==> src/rtl/deemph_pkg.sv <==
package deemph_pkg;
  localparam int COEF_W = 24;
  localparam int FRAC_W = 22;
  // Q2.22 coefficients: zero 15 us, pole 50 us, bilinear at 44.1 kHz
  localparam logic signed [COEF_W-1:0] C_FWD0 = 24'sd1800992;
  localparam logic signed [COEF_W-1:0] C_FWD1 = -24'sd250418;
  localparam logic signed [COEF_W-1:0] C_BACK = 24'sd2643730;

  typedef enum logic {CH_LEFT = 1'b0, CH_RIGHT = 1'b1} chan_e;
endpackage

==> src/rtl/deemph_ctrl.sv <==
module deemph_ctrl
  import deemph_pkg::*;
#(
  parameter int DW = 24
) (
  input  logic          clk,
  input  logic          rst_n,
  input  logic          in_valid,
  input  logic          in_ch,
  input  logic [DW-1:0] in_data,
  input  logic          en,
  input  logic          ss,
  output logic          s1_valid,
  output logic          s1_ch,
  output logic [DW-1:0] s1_x,
  output logic          s1_act,
  output logic          s1_clr
);
  logic mode_q, mode_d;
  logic act_d, clr_d, want;

  always_comb begin
    want   = en & ss;
    mode_d = mode_q;
    act_d  = mode_q;
    clr_d  = 1'b0;
    if (in_valid && (in_ch == CH_LEFT)) begin
      mode_d = want;
      act_d  = want;
      clr_d  = (want != mode_q);
    end
  end

  always_ff @(posedge clk or negedge rst_n) begin
    if (!rst_n) begin
      mode_q   <= 1'b0;
      s1_valid <= 1'b0;
      s1_ch    <= 1'b0;
      s1_x     <= '0;
      s1_act   <= 1'b0;
      s1_clr   <= 1'b0;
    end else begin
      mode_q   <= mode_d;
      s1_valid <= in_valid;
      if (in_valid) begin
        s1_ch  <= in_ch;
        s1_x   <= in_data;
        s1_act <= act_d;
        s1_clr <= clr_d;
      end
    end
  end
endmodule

==> src/rtl/deemph_state.sv <==
module deemph_state #(
  parameter int DW  = 24,
  parameter int NCH = 2,
  localparam int CHW = (NCH > 1) ? $clog2(NCH) : 1
) (
  input  logic              clk,
  input  logic              rst_n,
  input  logic              wr_en,
  input  logic [CHW-1:0]    wr_sel,
  input  logic [DW-1:0]     wr_x,
  input  logic [DW-1:0]     wr_y,
  input  logic              clr,
  output logic [NCH*DW-1:0] x1_flat,
  output logic [NCH*DW-1:0] y1_flat
);
  for (genvar i = 0; i < NCH; i++) begin : g_ch
    logic [DW-1:0] x_q, y_q, x_d, y_d;
    logic          ld;

    always_comb begin
      ld  = 1'b0;
      x_d = x_q;
      y_d = y_q;
      if (wr_en && (wr_sel == CHW'(i))) begin
        ld  = 1'b1;
        x_d = wr_x;
        y_d = wr_y;
      end else if (clr) begin
        ld  = 1'b1;
        x_d = '0;
        y_d = '0;
      end
    end

    always_ff @(posedge clk or negedge rst_n) begin
      if (!rst_n) begin
        x_q <= '0;
        y_q <= '0;
      end else if (ld) begin
        x_q <= x_d;
        y_q <= y_d;
      end
    end

    assign x1_flat[i*DW +: DW] = x_q;
    assign y1_flat[i*DW +: DW] = y_q;
  end
endmodule

==> src/rtl/deemph_mac.sv <==
module deemph_mac
  import deemph_pkg::*;
#(
  parameter int DW = 24,
  parameter int CW = COEF_W,
  parameter int FW = FRAC_W,
  parameter logic signed [CW-1:0] K0 = C_FWD0,
  parameter logic signed [CW-1:0] K1 = C_FWD1,
  parameter logic signed [CW-1:0] KB = C_BACK,
  localparam int AW = DW + CW + 2
) (
  input  logic signed [DW-1:0] x,
  input  logic signed [DW-1:0] x1,
  input  logic signed [DW-1:0] y1,
  output logic signed [DW-1:0] y
);
  localparam logic signed [AW-1:0] HALF = AW'(1) << (FW - 1);
  localparam logic signed [AW-1:0] VMAX = (AW'(1) << (DW - 1)) - AW'(1);
  localparam logic signed [AW-1:0] VMIN = -VMAX - AW'(1);

  logic signed [AW-1:0] acc, sh;

  always_comb begin
    acc = AW'(x) * AW'(K0) + AW'(x1) * AW'(K1) + AW'(y1) * AW'(KB);
    sh  = (acc + HALF) >>> FW;
    if (sh > VMAX)      y = VMAX[DW-1:0];
    else if (sh < VMIN) y = VMIN[DW-1:0];
    else                y = sh[DW-1:0];
  end
endmodule

==> src/rtl/deemph_filter.sv <==
module deemph_filter
  import deemph_pkg::*;
#(
  parameter int DW  = 24,
  parameter int NCH = 2
) (
  input  logic          clk,
  input  logic          rst_n,
  input  logic          in_valid,
  input  logic          in_ch,
  input  logic [DW-1:0] in_data,
  input  logic          deemph_en,
  input  logic          single_speed,
  output logic          out_valid,
  output logic          out_ch,
  output logic [DW-1:0] out_data
);
  logic [1:0]          rst_pipe;
  logic                rst_sync_n;
  logic                s1_valid, s1_ch, s1_act, s1_clr;
  logic [DW-1:0]       s1_x;
  logic [NCH*DW-1:0]   x1_flat, y1_flat;
  logic signed [DW-1:0] hx1, hy1, y_calc;
  logic                vld_d, ch_d;
  logic [DW-1:0]       dat_d;

  // async assert, synchronous release
  always_ff @(posedge clk or negedge rst_n) begin
    if (!rst_n) rst_pipe <= 2'b00;
    else        rst_pipe <= {rst_pipe[0], 1'b1};
  end
  assign rst_sync_n = rst_pipe[1];

  deemph_ctrl #(.DW(DW)) u_ctrl (
    .clk(clk), .rst_n(rst_sync_n), .in_valid(in_valid), .in_ch(in_ch),
    .in_data(in_data), .en(deemph_en), .ss(single_speed),
    .s1_valid(s1_valid), .s1_ch(s1_ch), .s1_x(s1_x),
    .s1_act(s1_act), .s1_clr(s1_clr)
  );

  deemph_state #(.DW(DW), .NCH(NCH)) u_state (
    .clk(clk), .rst_n(rst_sync_n),
    .wr_en(s1_valid & s1_act), .wr_sel(s1_ch),
    .wr_x(s1_x), .wr_y(y_calc),
    .clr(s1_valid & s1_clr),
    .x1_flat(x1_flat), .y1_flat(y1_flat)
  );

  always_comb begin
    hx1 = x1_flat[int'(s1_ch)*DW +: DW];
    hy1 = y1_flat[int'(s1_ch)*DW +: DW];
    if (s1_clr) begin
      hx1 = '0;
      hy1 = '0;
    end
  end

  deemph_mac #(.DW(DW)) u_mac (
    .x(s1_x), .x1(hx1), .y1(hy1), .y(y_calc)
  );

  always_comb begin
    vld_d = s1_valid;
    ch_d  = out_ch;
    dat_d = out_data;
    if (s1_valid) begin
      ch_d  = s1_ch;
      dat_d = s1_act ? y_calc : s1_x;
    end
  end

  always_ff @(posedge clk or negedge rst_sync_n) begin
    if (!rst_sync_n) begin
      out_valid <= 1'b0;
      out_ch    <= 1'b0;
      out_data  <= '0;
    end else begin
      out_valid <= vld_d;
      if (s1_valid) begin
        out_ch   <= ch_d;
        out_data <= dat_d;
      end
    end
  end
endmodule

==> config.mk <==
export PLATFORM = sky130hd
export DESIGN_NAME = deemph_filter
export DESIGN_NICKNAME = d
export VERILOG_FILES = /design/src/rtl/deemph_pkg.sv /design/src/rtl/deemph_ctrl.sv /design/src/rtl/deemph_state.sv /design/src/rtl/deemph_mac.sv /design/src/rtl/deemph_filter.sv
export SDC_FILE = /design/constraint.sdc
export NUM_CORES = 2
export LEC_CHECK = 0
export ABC_AREA = 1
export BUFFER_PORTS_ARGS = -buffer_cell sky130_fd_sc_hd__buf_2
export CORE_AREA = 2 2 264 266
export DETAILED_ROUTE_END_ITERATION = 10
export DIE_AREA = 0 0 266 268
export PLACE_DENSITY = 0.67
export SLEW_MARGIN = 20
export SYNTH_ARGS = -nofsm -noshare
export SYNTH_HDL_FRONTEND = slang
export SYNTH_SLANG_ARGS = --single-unit
==> constraint.sdc <==
create_clock -name clk -period 5.1 [get_ports clk]
set_input_delay 0.51 -clock clk [delete_from_list [all_inputs] [get_ports clk]]
set_output_delay 0.51 -clock clk [all_outputs]
set_load 0.005 [all_outputs]
==> Yosys cells after proc, flatten, opt, wreduce, memory -nomap -nowiden <==
Cells that the tools add are included.
{ "word_totals": {"input_bits": 30, "out_inout_bits": 26, "register_bits": 153, "word_cells": 53} }
{ "op_classes": {"n_eq_ne": 1, "magnitude_cmp": 2, "multipliers": 4, "n_addsub": 3, "shift": 2, "reduce_logical": 7, "mux": 15, "bitwise_logic": 5} }
{ "ops": {"columns": ["op", "count"], "rows": [
  ["$mux W24", 10],
  ["$add A50 B50 Y50", 2],
  ["$add A50 B23 Y50 const B", 1],
  ["$shiftx A48 B32 Y24", 1],
  ["$shiftx A48 B7 Y24", 1],
  ["$mul A24 B22 Y46 const B", 1],
  ["$mul A24 B18 Y42 const B", 1],
  ["$mul A24 B17 Y41 const B", 1],
  ["$gt A28 B24 Y1 const B", 1],
  ["$lt A28 B24 Y1 const B", 1],
  ["$mux W1", 5],
  ["$reduce_and A2 Y1", 2],
  ["$reduce_bool A2 Y1", 2],
  ["$and A1 B1 Y1", 3],
  ["$logic_and A1 B1 Y1", 3],
  ["$mul A1 B2 Y3 const B", 1],
  ["$not A1 Y1", 2],
  ["$ne A1 B1 Y1", 1]
]} }

==> Depth between registers and ports, before layout <==
{ "depth": {"depth_word": 11, "depth_mapped": 63, "mapped_depth_nobuf": 58} }

==> Hierarchy <==
From an unflattened synthesis, not the netlist that was laid out.
{ "hier_totals": {"cells_unflattened": 4933, "hier_area_um2": 38754.7} }
{ "by_module_without_submodules": {"columns": ["mod", "area_each_um2", "seq_area_each_um2", "cells_each", "n_inst"], "rows": [
  ["deemph_mac", 31679.1, 0.0, 4012, 1],
  ["deemph_state", 3793.6, 2402.3, 421, 1],
  ["deemph_filter", 2144.6, 700.7, 375, 1],
  ["deemph_ctrl", 1137.3, 725.7, 125, 1]
]} }

==> Least setup slack after synthesis <==
Ideal clock, no wire load.
{ "synth_timing": {"path_type": "flip-flop to flip-flop", "start": "register u_ctrl.s1_ch", "end": "register out_data[0]", "t_arrival_ps": 9874, "synth_period_minus_slack_ps": 9991, "required_time_ps": 4983, "slack_ps": -4891, "setup_ps": 117, "path_stages_with_launch": 56, "path_buffers": 7, "cell_sequence": "dfrtp_1 > buf_6 > buf_2 > buf_1 > clkbuf_1 > buf_1 > nor2_1 > nor3_1 > inv_1 > fa_1 > inv_1 > ha_1 > ha_1 > inv_1 > fa_1 > inv_1 > fa_1 > inv_1 > [... 20 more ...] > a21oi_1 > nor2_1 > nor2_1 > nand2_1 > a21oi_1 > nand2_1 > nand2_1 > nand2_1 > nor2_1 > nand2_1 > nor2_1 > nand3_1 > nand2_1 > buf_6 > buf_8 > nand3_1 > nand2_1 > nand2_1"} }
{ "synth_between": {"elab_chain_len": 11, "word_cells_on_any_way": 15, "cone_classes": "add/sub (3); mul (3); order compare (2); shift (2); mux (5)"} }
{ "synth_lines": {"columns": ["item", "line", "text"], "rows": [
  ["start: declaration", "deemph_ctrl.sv:14", "output logic s1_ch,"],
  ["start signal: assignment", "deemph_ctrl.sv:46", "s1_ch <= in_ch;"],
  ["$mul A1 B2 Y3 (*)", "deemph_filter.sv:50, deemph_filter.sv:51", null],
  ["$shiftx A48 B32 Y24", "deemph_filter.sv:50", "hx1 = x1_flat[int'(s1_ch)*DW +: DW];"],
  ["$mux W24", "deemph_filter.sv:52", "if (s1_clr) begin"],
  ["$mul A24 B18 Y42", "deemph_mac.sv:24", "acc = AW'(x) * AW'(K0) + AW'(x1) * AW'(K1) + AW'(y1) * AW'(KB);"],
  ["$add A50 B50 Y50", "deemph_mac.sv:24", null],
  ["$add A50 B50 Y50 (*)", "deemph_mac.sv:24", null],
  ["$add A50 B23 Y50 (*)", "deemph_mac.sv:25", "sh = (acc + HALF) >>> FW;"],
  ["$lt A28 B24 Y1", "deemph_mac.sv:27", "else if (sh < VMIN) y = VMIN[DW-1:0];"],
  ["$mux W24", "deemph_mac.sv:27", null],
  ["$mux W24 (*)", "deemph_mac.sv:26", "if (sh > VMAX) y = VMAX[DW-1:0];"],
  ["$mux W24 (*)", "deemph_filter.sv:68", "dat_d = s1_act ? y_calc : s1_x;"],
  ["end signal: assignment", "deemph_filter.sv:81", "out_data <= dat_d;"],
  ["end: declaration", "deemph_filter.sv:16", "output logic [DW-1:0] out_data"]
]} }
Every way passes the cells marked *; elsewhere a longest branch is shown, timed or not.
A chain may end at the register's enable or synchronous reset.

==> Final worst setup path <==
{ "layout_timing": {"start": "register u_ctrl.s1_ch", "end": "register u_state.g_ch[0].y_q[8]"} }
{ "layout_between": {"elab_chain_len": 11, "word_cells_on_any_way": 20, "cone_classes": "add/sub (3); mul (3); order compare (2); shift (2); mux (6); bitwise (1); reduce/logical (3)"} }
{ "layout_lines": {"columns": ["item", "line", "text"], "rows": [
  ["$mul A1 B2 Y3", "deemph_filter.sv:50, deemph_filter.sv:51", null],
  ["$shiftx A48 B32 Y24", "deemph_filter.sv:50", null],
  ["$mux W24", "deemph_filter.sv:52", null],
  ["$mul A24 B18 Y42", "deemph_mac.sv:24", null],
  ["$add A50 B50 Y50 (2 in series)", "deemph_mac.sv:24", null],
  ["$add A50 B23 Y50", "deemph_mac.sv:25", null],
  ["$lt A28 B24 Y1", "deemph_mac.sv:27", null],
  ["$mux W24", "deemph_mac.sv:27", null],
  ["$mux W24", "deemph_mac.sv:26", null],
  ["$mux W24", "deemph_state.sv:24", "if (wr_en && (wr_sel == CHW'(i))) begin"],
  ["end signal: assignment", "deemph_state.sv:41", "y_q <= y_d;"],
  ["end: declaration", "deemph_state.sv:17", "logic [DW-1:0] x_q, y_q, x_d, y_d;"]
]} }
Parallel ways exist; a longest one is shown, timed or not.

==> flow_metrics.tcl <==
set metrics [dict create \
    status "finished, violations left" \
    violations "setup timing" \
    fin_crit_ps 9670 \
    die-area_sq_um 71300 \
    rsz0062_at_grt "yes" \
    synth_compound_area_frac 0.0824 \
    crit-reg2reg-capture "u_state.g_ch[0].y_q[8]" \
    grt_antenna_before_repair 2 \
    cts-root-buf "clkbuf_16" \
    synth_area_sq_um 37200 \
    synthCells 4654 \
    gp_congestion 1.07 \
    num_rows 96 \
    yosys.area_share.xor_xnor 0.0553 \
    cts_tree "built" \
    vias 35315 \
    yosysUniqueCellTypes 52 \
    synth_warnings 0 \
    die_h_um 268 \
    synth_mux_area_frac 0 \
    worst_r2r_startpoint "u_ctrl.s1_ch" \
    holdCritStartpoint "in_data[17]" \
    nets 6924 \
    hpwl_um 116000 \
    worst_ep_required_time_ps 5450 \
    detail_route.vias_per_cell 5.30 \
    diodes 0 \
    yosys.area_share.simple 0.147 \
    min_delay_path_depth 3 \
    fin_ws_ps -4570 \
    track_usage 0.381 \
    drc 0 \
    final_layout_size_suffix_gt1_frac 0.298 \
    critPathMaxStageDelay_ps 520 \
    seq_area_frac_synth 0.103 \
    dpl.cell_count 6546 \
    rr_worst_depth 55 \
    clkLatencyLatePin_ps 480 \
    path_class "reg2reg" \
    grt_overflow 0 \
    synth_edf_count 0 \
    worstHoldEndpoint "u_ctrl.s1_x[17]" \
    first_pass_iters 8 \
    die_width_um 266 \
    slew_violations 0 \
    synth_top_family_by_area "adder cells" \
    clock.fmax_mhz 103 \
    clock_path_buffers 2 \
    io_buffers 55 \
    drtIter0Drc 2928 \
    endpoint_kind "flip-flop" \
    skew_ps 32.6 \
    cts.sinks 153 \
    initial_core_util 0.545 \
    drtAntennaViolNets 0 \
    routed_wl_um 136000 \
    wl_per_cell_um 20.4 \
    synth_top_flop_cell "dfrtp_1" \
    syn_to_final_growth_pct 36.2 \
    cpMaxStageDelayCell "fa_1" \
    ys_seq_elements 153 \
    grt_pass1_wl_um 204000 \
    hold_viol 0 \
    io_pins 56 \
    synth_nets 5810 \
    async_reset_ff_frac 1.00 \
    coreArea_sq_um 68200 \
    hp-class "in2reg" \
    synth_adder_area_share 0.486 \
    dpl_worst_slack_ps -4860 \
    worstPathMaxFanout 11 \
    cp_common_cell "nor2_1" \
    cts_buffers 17 \
    timing.reg2reg.setup_slack_ps -4570 \
    stdcell_count 6663 \
    clkTransAtPathRegs_ps 100 \
    cap_violations 0 \
    startpoint_type "flip-flop" \
    syn_avg_cell_area_sq_um 7.99 \
    setup_viol 72 \
    finalCritPeriodShare 1.90 \
    grt_max_degree 91 \
    grt_pass1_vias 35674 \
    cp_data_arrival_time_ps 10020 \
    relSlewSlack 0.309 \
    tightest_slew_ps 1040 \
    htree_num_levels 4 \
]
==> per-layer routing <==
metal / up-vias / GRT usage / part of all wire
met4: 0 / 0.144 / 0.046
met5: - / 0 / 0
met3: 254 / 0.0638 / 0.077
li1: 16485 / - / -
met2: 1287 / 0.607 / 0.45
met1: 17289 / 0.523 / 0.42
==> repair_timing <==
| action | in CTS | in global routing |
|---|---|---|
| hold buffers | 1 | 0 |
| setup buffers | 20 | 56 |
| gates resized for setup | 135 | 359 |
| pin swaps | 46 | 104 |
| setup endpoints to repair | 72 | 72 |
| hold endpoints to repair | 2 | 0 |
| cloned | 1 | 7 |
==> worst max path at each step <==
stage	startpoint	endpoint	slack (ps)	depth (start not counted)
2_1_floorplan	u_ctrl.s1_ch	out_data[0]	-3640	58
3_3_place_gp	u_ctrl.s1_ch	out_data[8]	-4810	48
3_5_place_dp	u_ctrl.s1_ch	out_data[12]	-4860	48
4_1_cts	u_ctrl.s1_ch	out_data[12]	-4370	54
5_1_grt	u_ctrl.s1_ch	u_state.g_ch[0].y_q[8]	-4960	54
6_report	u_ctrl.s1_ch	u_state.g_ch[0].y_q[8]	-4570	55
==> flip-flops by register name, summed over array words and instances, names as in the netlist <==
name and flops:
u_state.g_ch.x_q 48, u_state.g_ch.y_q 48, out_data 24, u_ctrl.s1_x 24
rst_pipe 2, out_ch 1, out_valid 1, u_ctrl.mode_q 1
u_ctrl.s1_act 1, u_ctrl.s1_ch 1, u_ctrl.s1_clr 1, u_ctrl.s1_valid 1
==> logic make-up after synthesis <==
logic type	after synthesis
AOI/OAI and AO/OA	552
xor gates and xnor gates	235
adders and majority gates	1126
buffers and inverters	1232
DFF	153
other	2
and+or+nand+nor	1354
==> layout make-up <==
class,count,area [sq um]
fill,5321,17600
sequential,153,3840
inverter,1156,4360
clock inverter,13,126
multi-input combinational,3269,31700
tap,882,1100
timing repair buffer,1171,9140
clock buffer,19,443
==> synthesized netlist by cell type (all sizes together) (22+ instances only) <==
cell type | instances | share of area
a21oi | 234 | 0.031
fa | 531 | 0.29
nor2 | 345 | 0.035
o21bai | 34 | 0.0070
dfrtp | 153 | 0.10
buf | 22 | 0.0039
nand2 | 792 | 0.080
o21ai | 198 | 0.027
nor3 | 77 | 0.012
xor2 | 123 | 0.029
inv | 1155 | 0.12
xnor2 | 112 | 0.026
clkbuf | 54 | 0.0054
nand3 | 108 | 0.015
ha | 595 | 0.20
==> critical path, delay by kind of cell, from the launching register on <==
kind | cells | cell delay, ps
adder cells (fa/ha/maj) | 10 | 4220
AO/OA/AOI/OAI | 5 | 540
buffers and inverters | 13 | 1560
flip-flops | 1 | 420
AND/OR/NAND/NOR | 26 | 2600
XOR/XNOR | 1 | 190
==> per-stage QoR <==
stage / setup TNS, ps / hold WS, ps / area, sq um / util
2_1_floorplan: -258020 / 214 / 38300 / -
3_3_place_gp: -341920 / 295 / 47100 / 0.690
3_5_place_dp: -344730 / 296 / 47100 / 0.690
4_1_cts: -311120 / 223 / 48500 / 0.711
5_1_grt: -352970 / 248 / 50700 / 0.743
6_report: -325460 / 237 / 50700 / 0.743
==> placed cells by master, fill, tap and decap left out, types with 69 or more instances in the layout <==
cell     instances
a21oi_1        172
buf_4         1065
dfrtp_1        150
fa_1           520
ha_1           512
ha_4            76
inv_1         1117
nand2_1        715
nand2_2         69
nand3_1         85
nor2_1         243
nor2_2          70
o21ai_0        150
xnor2_1         99
xor2_1         108
Power is not shown: default switching activity piles up to over one toggle a cycle in this logic, so the estimate is an artifact.
